[config.mk]
export PLATFORM = sky130hd
export DESIGN_NAME = gcg_top
export DESIGN_NICKNAME = d
export VERILOG_FILES = /design/src/rtl/gcg_pkg.sv /design/src/rtl/gcg_id_decode.sv /design/src/rtl/gcg_gate_sel.sv /design/src/rtl/gcg_dom_ctl.sv /design/src/rtl/gcg_top.sv
export SDC_FILE = /design/constraint.sdc
export NUM_CORES = 1
export LEC_CHECK = 0
export BUFFER_PORTS_ARGS = -buffer_cell sky130_fd_sc_hd__buf_2
export CELL_PAD_IN_SITES_DETAIL_PLACEMENT = 1
export CELL_PAD_IN_SITES_GLOBAL_PLACEMENT = 1
export CORE_AREA = 10 10 115 117
export DETAILED_ROUTE_END_ITERATION = 10
export DIE_AREA = 0 0 125 127
export MAX_ROUTING_LAYER = met4
export PLACE_DENSITY_LB_ADDON = 0.1
export SETUP_SLACK_MARGIN = 0.15
export SYNTH_ARGS = -nofsm -noshare
export SYNTH_HDL_FRONTEND = slang
export SYNTH_HIERARCHICAL = 1
export SYNTH_SLANG_ARGS = --single-unit
[constraint.sdc]
create_clock -name clk -period 2.2 [get_ports clk]
set_input_delay 0.33 -clock clk [delete_from_list [all_inputs] [get_ports clk]]
set_output_delay 0.33 -clock clk [all_outputs]
set_load 0.005 [all_outputs]
[src/rtl/gcg_pkg.sv]
package gcg_pkg;
    localparam int GRP_CNT    = 7;
    localparam int PERIPH_CNT = 15;
    localparam int MODE_CNT   = 3;
    localparam int MODE_W     = 2;
    localparam int ID_W       = 12;
    localparam int GRP_LSB    = 8;
    localparam int GRP_W      = ID_W - GRP_LSB;
    localparam int POS_W      = 5;
    localparam int IDX_W      = $clog2(PERIPH_CNT);

    typedef enum logic [MODE_W-1:0] {
        MODE_RUN   = 2'd0,
        MODE_SLEEP = 2'd1,
        MODE_DEEP  = 2'd2,
        MODE_NONE  = 2'd3
    } pwr_mode_e;

    typedef logic [PERIPH_CNT-1:0] gate_vec_t;
    typedef gate_vec_t [MODE_CNT-1:0] mode_set_t;

    // number of peripherals in each group
    function automatic int grp_width(input int g);
        case (g)
            0: return 4;
            1: return 2;
            2: return 2;
            3: return 1;
            4: return 4;
            5: return 1;
            6: return 1;
            default: return 0;
        endcase
    endfunction

    // first flat gate index of a group
    function automatic int grp_base(input int g);
        int acc;
        acc = 0;
        for (int k = 0; k < GRP_CNT; k++) begin
            if (k < g) acc += grp_width(k);
        end
        return acc;
    endfunction
endpackage

[src/rtl/gcg_id_decode.sv]
module gcg_id_decode
    import gcg_pkg::*;
(
    input  logic [ID_W-1:0]  id,
    output logic             valid,
    output logic [IDX_W-1:0] idx
);
    logic [GRP_W-1:0] grp;
    logic [POS_W-1:0] pos;
    logic             pad_zero;

    assign grp      = id[GRP_LSB +: GRP_W];
    assign pos      = id[POS_W-1:0];
    assign pad_zero = (id[GRP_LSB-1:POS_W] == '0);

    always_comb begin
        valid = 1'b0;
        idx   = '0;
        for (int g = 0; g < GRP_CNT; g++) begin
            if (pad_zero && (grp == GRP_W'(g)) && (int'(pos) < grp_width(g))) begin
                valid = 1'b1;
                idx   = IDX_W'(grp_base(g) + int'(pos));
            end
        end
    end

    always_comb begin
        if (valid) begin
            AST_IDX_IN_RANGE: assert (int'(idx) < PERIPH_CNT);
        end
    end
endmodule

[src/rtl/gcg_gate_sel.sv]
module gcg_gate_sel
    import gcg_pkg::*;
(
    input  pwr_mode_e          mode,
    input  mode_set_t          active,
    input  logic [GRP_CNT-1:0] grp_pg,
    output gate_vec_t          gate
);
    gate_vec_t pg_flat;
    gate_vec_t sel;

    for (genvar g = 0; g < GRP_CNT; g++) begin : g_grp
        for (genvar b = 0; b < grp_width(g); b++) begin : g_bit
            assign pg_flat[grp_base(g) + b] = grp_pg[g];
        end
    end

    always_comb begin
        case (mode)
            MODE_RUN:   sel = active[0];
            MODE_SLEEP: sel = active[1];
            MODE_DEEP:  sel = active[2];
            default:    sel = '0;
        endcase
        gate = sel & pg_flat;
    end
endmodule

[src/rtl/gcg_dom_ctl.sv]
module gcg_dom_ctl #(
    parameter int DOM_CNT   = 2,
    parameter int DOM_IDX_W = 2
) (
    input  logic                 clk,
    input  logic                 rst_n,
    input  logic                 dom_wr,
    input  logic [DOM_IDX_W-1:0] dom_idx,
    input  logic                 dom_set,
    input  logic                 load,
    input  logic [DOM_CNT-1:0]   dom_pg,
    output logic [DOM_CNT-1:0]   dom_clk_en,
    output logic                 dom_accept
);
    typedef struct packed {
        logic [DOM_CNT-1:0] sh;
        logic [DOM_CNT-1:0] act;
    } dom_st_t;

    dom_st_t dom_d, dom_q;

    assign dom_accept = dom_wr && (int'(dom_idx) < DOM_CNT);

    always_comb begin
        dom_d = dom_q;
        if (load) dom_d.act = dom_q.sh;
        for (int d = 0; d < DOM_CNT; d++) begin
            if (dom_accept && (dom_idx == DOM_IDX_W'(d))) dom_d.sh[d] = dom_set;
        end
    end

    always_ff @(posedge clk or negedge rst_n) begin
        if (!rst_n) dom_q <= '0;
        else        dom_q <= dom_d;
    end

    assign dom_clk_en = dom_q.act & dom_pg;

    AST_DOM_HOLD: assert property (@(posedge clk) disable iff (!rst_n)
        !load |=> $stable(dom_q.act));
    AST_DOM_LOAD: assert property (@(posedge clk) disable iff (!rst_n)
        load |=> dom_q.act == $past(dom_q.sh));
    AST_DOM_BAD_IDX: assert property (@(posedge clk) disable iff (!rst_n)
        (dom_wr && !dom_accept) |=> $stable(dom_q.sh));
endmodule

[src/rtl/gcg_top.sv]
module gcg_top
    import gcg_pkg::*;
#(
    parameter int DOM_CNT   = 2,
    parameter int DOM_IDX_W = 2
) (
    input  logic                 clk,
    input  logic                 rst_n,
    input  logic                 wr_en,
    input  logic [1:0]           wr_mode,
    input  logic [11:0]          wr_id,
    input  logic                 wr_set,
    input  logic                 dom_wr_en,
    input  logic [DOM_IDX_W-1:0] dom_idx,
    input  logic                 dom_set,
    input  logic                 load,
    input  logic [1:0]           cpu_mode,
    input  logic [6:0]           grp_pwr_good,
    input  logic [DOM_CNT-1:0]   dom_pwr_good,
    output logic [14:0]          gate_en,
    output logic [DOM_CNT-1:0]   dom_clk_en,
    output logic                 load_done
);
    typedef struct packed {
        mode_set_t shadow;
        mode_set_t active;
        logic      done;
    } gate_st_t;

    gate_st_t         st_d, st_q;
    logic             id_valid;
    logic [IDX_W-1:0] wr_idx;
    logic             wr_ok;
    logic             dom_changed;
    gate_vec_t        gate_w;

    gcg_id_decode i_dec (
        .id    (wr_id),
        .valid (id_valid),
        .idx   (wr_idx)
    );

    gcg_dom_ctl #(
        .DOM_CNT   (DOM_CNT),
        .DOM_IDX_W (DOM_IDX_W)
    ) i_dom (
        .clk        (clk),
        .rst_n      (rst_n),
        .dom_wr     (dom_wr_en),
        .dom_idx    (dom_idx),
        .dom_set    (dom_set),
        .load       (load),
        .dom_pg     (dom_pwr_good),
        .dom_clk_en (dom_clk_en),
        .dom_accept (dom_changed)
    );

    assign wr_ok = wr_en && id_valid && (int'(wr_mode) < MODE_CNT);

    always_comb begin
        st_d = st_q;
        if (load) begin
            st_d.active = st_q.shadow;
            st_d.done   = 1'b1;
        end
        for (int m = 0; m < MODE_CNT; m++) begin
            if (wr_ok && (wr_mode == MODE_W'(m))) st_d.shadow[m][wr_idx] = wr_set;
        end
        if (wr_ok || dom_changed) st_d.done = 1'b0;
    end

    always_ff @(posedge clk or negedge rst_n) begin
        if (!rst_n) begin
            st_q.shadow <= '0;
            st_q.active <= '0;
            st_q.done   <= 1'b1;
        end else begin
            st_q <= st_d;
        end
    end

    gcg_gate_sel i_sel (
        .mode   (pwr_mode_e'(cpu_mode)),
        .active (st_q.active),
        .grp_pg (grp_pwr_good),
        .gate   (gate_w)
    );

    assign gate_en   = gate_w;
    assign load_done = st_q.done;

    AST_ACTIVE_HOLD: assert property (@(posedge clk) disable iff (!rst_n)
        !load |=> $stable(st_q.active));
    AST_LOAD_COPY: assert property (@(posedge clk) disable iff (!rst_n)
        load |=> st_q.active == $past(st_q.shadow));
    AST_DONE_SET: assert property (@(posedge clk) disable iff (!rst_n)
        (load && !wr_ok && !dom_changed) |=> load_done);
    AST_DONE_CLEAR: assert property (@(posedge clk) disable iff (!rst_n)
        (wr_ok || dom_changed) |=> !load_done);
    AST_BAD_ID_IGNORED: assert property (@(posedge clk) disable iff (!rst_n)
        (wr_en && !id_valid && !dom_wr_en && !load) |=> ($stable(st_q.shadow) && $stable(load_done)));
    AST_MODE_NONE_OFF: assert property (@(posedge clk) disable iff (!rst_n)
        (cpu_mode == 2'd3) |-> (gate_en == '0));
endmodule

==> results of run 1 <==
-- critical path: stages --
cell      delay [ps]
buf_2            110
buf_4            150
ha_1             220
and3_2           220
o211ai_1         150
a211o_1          160
a22oi_2           70
buf_12           160
buf_4            140
nor4_4           260
buf_4            180
nand2_2           60
mux2_4           290
-- what timing repair did --
action	CTS	global route
cloned	0	1
gates resized for setup	13	23
setup buffers	3	7
hold buffers	1	0
endpoints found under the hold margin	22	0
pin swaps	6	14
endpoints found under the setup margin	45	45
-- cells by family after synthesis --
family,share of synthesized area (%)
xor+xnor,0.513
fa+ha+maj,1.22
mux,24.5
flops,46.4
compound gates,4.98
simple gates,17.9
buf+inv,4.44
-- sequential cells by signal (all words and copies together) (netlist names) --
name and flops:
st_q 90, load_done 1, i_dom/dom_q 4
-- placed cells by master (no fill, tap or decap), types with 7 or more instances in the layout --
cell       netlist  layout
buf_2            8      49
mux2_2          60      56
mux2i_1         15      15
buf_12           0      11
o21ai_1         15      16
and2_1          18      17
buf_4            3      34
mux2_1          21      10
nand3b_1        16      16
clkbuf_16        0      10
nor2_1          17      12
nand4b_1         7       7
mux2_4          13      28
dfrtp_1         94      94
nand2_2         12      10
nand2_1         26      22
-- stage by stage --
| stage | util, % | power [mW] | TNS [ps] | hold slack, ps | instance area [sq um] |
|---|---|---|---|---|---|
| 2_1_floorplan | - | 1.96 | -7630 | 34.4 | 5210 |
| 3_3_place_gp | 52.3 | 2.11 | -14020 | 252 | 5810 |
| 3_5_place_dp | 52.3 | 2.12 | -15550 | 256 | 5810 |
| 4_1_cts | 55.8 | 3.73 | -6.09 | 229 | 6210 |
| 5_1_grt | 57.3 | 3.83 | -4340 | 243 | 6370 |
| 6_report | 57.3 | 3.68 | -390 | 240 | 6370 |
-- metal layers --
metal,GRT usage (%),vias up,part of all wire (%)
met5,-,-,0
met4,5.22,0,1.3
met3,2.36,15,2.2
met2,28.2,48,53
met1,18.7,1802,44
li1,-,1643,-
-- power breakdown --
part           internal, mW  switching, mW
clock network         0.941          0.650
logic                 0.142          0.174
registers              1.77        0.00921
total                  2.85          0.833
-- area by class of cell --
type,instances,share of cell area [%]
well taps,143,2.81
multi-input cells,285,42.7
flip-flops and latches,95,37.3
repair buffers,97,12.0
inverters,5,0.334
clock inverters,5,0.883
clock buffers,11,3.96
-- worst min path at each step --
stage | depth (start not counted) | to
2_1_floorplan | 0 | i_dom/dom_q[0]
3_3_place_gp | 1 | st_q[21]
3_5_place_dp | 1 | st_q[10]
4_1_cts | 2 | load_done
5_1_grt | 2 | i_dom/dom_q[3]
6_report | 2 | i_dom/dom_q[3]
==> run summary, run 1 <==
Status - finished with violations
Failing checks - setup timing
Worst reg2reg setup slack - 1270 ps
Remaining global-route overflow - 0
Fin crit period - 2280 ps
Gr usage total - 16.1%
Max Slew Vio Count - 0
Rel. slew slack - 44.2%
Post-Route WL - 12600 microns
Slew @ Worst Pin - 837 ps
Fin. Hold Viols - 0
Largest net degree at the start of global routing - 46
Worst setup path class - in -> reg
DRC Markers - 0
Maximum vdd drop - 0.000303 V
Syn_nets - 452
Row count - 39
Hold/Removal Path Class - in -> reg
Most instantiated library cell after synthesis - dfrtp_1
Synth top cells by count - dfrtp_1 (94), mux2_2 (60), nand2_1 (26), mux2_1 (21), and2_1 (18)
Area of the multi-input gates - 2720 sq um
Pwr dens - 578 nW/um^2
Clock skew - 2.89 ps
First-pass GRT wire length - 20600 microns
Origin of the critical flop-to-flop path - load_done
Post-synthesis sequential area ratio - 46.4%
Die area - 15900 sq um
Clock tree buffer depth - 2
Starting Density - 46.1%
Top post-synthesis cells by area - dfrtp_1 (46%), mux2_2 (13%), mux2_1 (4.6%)
Register bit total from synthesis - 95
Max_cap viols - 0
# clock sinks - 95
Async set-or-reset flop fraction in the synthesized netlist - 100%
CTS tree - yes
Largest area contributor in the netlist - dfrtp_1
Die width - 125 microns
Pre-CTS setup slack - -416 ps
Period utilization - 104%
Critical Path Start - wr_id[1]
Unrepaired setup endpoints after global routing - yes
Data arrival, critical path - 2500 ps
Final GP Congestion - 0.893
Layout net count - 532
DRT iter0 DRCs - 168
Top FF cell, synth - dfrtp_1
Die height - 127 microns
Routed vias - 3508
Routed Antenna Nets - 0
Port buffer count - 51
Inserted Diodes - 0
Cell Area, Synth - 5120 sq um
R2R depth - 2
Synth top area share - 45.9%
Syn. warnings - 6
Post-synth EDFFs - 0
H-Tree Depth - 3
Leak pwr - 3.12 nW
Library cells used by synthesis - 59
Crit Path Max Fanout - 15
Reg2reg end - load_done
Filler cell count in the final layout - 1166
Nature of the critical path endpoint - flip-flop
Syn Inst Count - 413
Drt pass-1 iters - 4
FMAX - 439 MHz
Syn avg cell area - 12.4 sq um
Critical Path End - st_q[76]
Inst Count DP - 613
IO Count - 52
P&R area growth vs syn - 24.4%
Initial antenna violation count - 0
Total CTS buffers - 9
Per-cell routed wire length - 19.7 microns
Clock tree root driver cell - clkbuf_16
Vias per inst - 5.47
Share of layout cells above drive strength 1 - 50.6%
Hold path startpoint - dom_set
Final std cells w/o fill - 641
Vias in the first global route - 3941
Total core area - 11100 sq um
Setup ws final - -77.6 ps
Endpoints failing setup - 12
Sequential Area - 2380 sq um
Reg clk slew, reported paths - 70 ps
Post-DP HPWL - 8400 microns
Clk Latency, worst-skew pair - 340 ps
CP required - 2430 ps
Startpoint types - input port
Note: power is estimated with default switching activity, not from simulation.
==> inputs of run 2 (changes only) <==
==> constraint.sdc (replaced) <==
create_clock -name clk -period 2.5 [get_ports clk]
set_input_delay 0.375 -clock clk [delete_from_list [all_inputs] [get_ports clk]]
set_output_delay 0.375 -clock clk [all_outputs]
set_load 0.005 [all_outputs]
==> run 2 against run 1 <==
  * The flow now finishes without violations
  * Hold slack lost 170 ps
  * Power is 10% lower
  * Combinational power fell by 19%
  * Clock-buffer cell count shrank 1
  * Sequential cell count unchanged
  * Final area down 3.4%
  * Clock power is 6% lower
  * Critical endpoint is now st_q[75]
  * Highest routed layer unchanged
==> run summary, run 2 (synthesized netlist as in run 1, its figures left out) <==
Per-cell routed wire length - 19.1 microns (was 19.7 microns)
Most frequent cells in the layout - dfrtp_1 (94), mux2_2 (58), buf_2 (50) (was dfrtp_1 (94), mux2_2 (56), buf_2 (49))
FMAX - 429 MHz
Die width - 125 microns (unchanged)
Total CTS buffers - 9 (unchanged)
Routed vias - 3471 (was 3508)
Final GP Congestion - 0.872 (was 0.893)
Data arrival, critical path - 2570 ps (was 2500 ps)
Clk Latency, worst-skew pair - 340 ps (about the same)
Remaining global-route overflow - 0 (unchanged)
Largest register FFs - 90 (unchanged)
Inserted Diodes - 0 (unchanged)
Die height - 127 microns (unchanged)
Port buffer count - 51 (unchanged)
Row count - 39 (unchanged)
Top reg by flops - st_q (unchanged)
Status - complete, no violations (was finished with violations)
Hold/Removal Path Class - in -> async (was in -> reg)
Filler cell count in the final layout - 1168 (was 1166)
Clock skew - 7.40 ps (was 2.89 ps)
DRT iter0 DRCs - 218 (was 168)
Endpoints failing setup - 0 (was 12)
CTS tree - yes (unchanged)
Final instance area - 6160 sq um (was 6370 sq um)
Fin crit period - 2330 ps
Max Slew Vio Count - 0 (unchanged)
Leak pwr - 2.95 nW (was 3.12 nW)
Maximum vdd drop - 0.000290 V (was 0.000303 V)
Layout net count - 517 (was 532)
Vias per inst - 5.55 (was 5.47)
First-pass GRT wire length - 19700 microns (was 20600 microns)
Reg2reg end - load_done (unchanged)
Gr usage total - 15.5% (was 16.1%)
Routed Antenna Nets - 0 (unchanged)
CP max stage cell - or3_4 (was mux2_4)
Rel. slew slack - 51.0% (was 44.2%)
DRC Markers - 0 (unchanged)
H-Tree Depth - 3 (unchanged)
Post-Route WL - 11900 microns (was 12600 microns)
Worst path max stage delay - 390 ps (was 290 ps)
Starting Density - 46.1% (unchanged)
Clock tree buffer depth - 2 (unchanged)
Die area - 15900 sq um (unchanged)
Fin. Hold Viols - 0 (unchanged)
Commonest non-fill, non-tap cell in the layout - dfrtp_1 (unchanged)
P&R area growth vs syn - 20.2% (was 24.4%)
Crit Path Max Fanout - 8 (was 15)
Nature of the critical path endpoint - flip-flop (unchanged)
Largest net degree at the start of global routing - 52 (was 46)
# clock sinks - 95 (unchanged)
Fin util - 55.4% (was 57.3%)
IO Count - 52 (unchanged)
Worst setup path class - in -> reg (unchanged)
Unrepaired setup endpoints after global routing - yes (unchanged)
Crit path buffers/inverters - 3 (was 5)
Drt pass-1 iters - 4 (unchanged)
Reg clk slew, reported paths - 70 ps (about the same)
Slew @ Worst Pin - 736 ps (was 837 ps)
Startpoint types - input port (unchanged)
Period utilization - 93.3%
Share of layout cells above drive strength 1 - 45.9% (was 50.6%)
Origin of the critical flop-to-flop path - load_done (unchanged)
CP top delay family - simple AND/OR/NAND/NOR gates (was buffers and inverters)
Max_cap viols - 0 (unchanged)
Total core area - 11100 sq um (unchanged)
Clock tree root driver cell - clkbuf_16 (unchanged)
Hold-fix buffers, CTS - 0 (was 1)
Worst reg2reg setup slack - 1570 ps (was 1270 ps)
Vias in the first global route - 3788 (was 3941)
Pwr dens - 538 nW/um^2 (was 578 nW/um^2)
Post-DP HPWL - 8140 microns (was 8400 microns)
CP required - 2730 ps (was 2430 ps)
CP most frequent cell - or3_4 (was buf_4)
Initial antenna violation count - 0 (unchanged)
Placed cell area - 5720 sq um (was 5810 sq um)
CP Cell Sequence - buf_2, or3_4, or3_4, a211o_1, a22oi_2, buf_4, buf_12, nand4b_1, nor2_1, mux2_2 (was buf_2, buf_4, ha_1, and3_2, o211ai_1, a211o_1, a22oi_2, buf_12, buf_4, nor4_4, buf_4, nand2_2, mux2_4)
R2R depth - 2 (unchanged)
==> run 2: changes by cell type in the layout (fill, tap and decap cells not counted), moves of 2 or more <==
cell     delta
buf_4      -13
mux2_4      -8
mux2_1      +6
nand2_4     -6
nor2_1      +4
nor2_2      -4
nand2_1     +3
nand2_2     +3
mux2_2      +2
==> run 2: how the worst max path moves through the flow <==
stage / start / depth (start not counted) / to / slack (ps)
after CTS: wr_id[7] / 10 / st_q[61] / 150
after global routing: wr_id[2] / 12 / st_q[77] / 100
after detailed placement: wr_id[1] / 10 / st_q[83] / -300
after global placement: wr_id[7] / 10 / st_q[47] / -260
final: wr_id[7] / 10 / st_q[75] / 170
after floorplan: wr_id[7] / 8 / st_q[85] / 30
==> run 2: area by class of cell <==
type | instances | area [sq um] | area share, %
Inverter | 5 | 21.3 | 0.345
Clock buffer | 10 | 239 | 3.88
Clock inverter | 5 | 81.3 | 1.32
Multi-Input combinational cell | 285 | 2630 | 42.7
Timing Repair Buffer | 82 | 633 | 10.3
Sequential cell | 95 | 2380 | 38.6
Tap cell | 143 | 179 | 2.90
==> run 2: repair_timing <==
item                       in CTS  in global routing
setup buffers                   0                  7
setup endpoints to repair      43                 45
gates resized for setup         2                  8
cloned                          0                  1
pin swaps                       0                  9
==> run 2: report_power, final <==
part / total [mW] / switching, mW / internal (mW)
clock network: 1.49 / 0.593 / 0.900
logic: 0.258 / 0.149 / 0.109
registers: 1.56 / 0.00825 / 1.55
==> run 2: layer usage <==
layer | GRT usage [%] | share of wire (%)
met5 | - | 0
met4 | 6.17 | 1.9
met3 | 2.94 | 2.4
met2 | 25.6 | 51
met1 | 18.4 | 44
==> run 2: worst reg2reg max path, delay by kind of cell, from the launching register on <==
family / cells / cell delay (ps)
AO/OA/AOI/OAI: 1 / 260
flip-flops: 1 / 530
AND/OR/NAND/NOR: 1 / 40
==> run 2: stage by stage <==
step / hold WS (ps) / instances / TNS (ps) / worst slack (ps) / total power [mW]
final: 67.2 / 625 / 0 / 168 / 3.31
after global routing: 122 / 625 / 0 / 105 / 3.45
after CTS: 91.0 / 617 / 0 / 154 / 3.34
after detailed placement: 465 / 602 / -11370 / -296 / 1.85
after global placement: 454 / 602 / -5740 / -262 / 1.84
after floorplan: 79.4 / 413 / 0 / 27.7 / 1.73
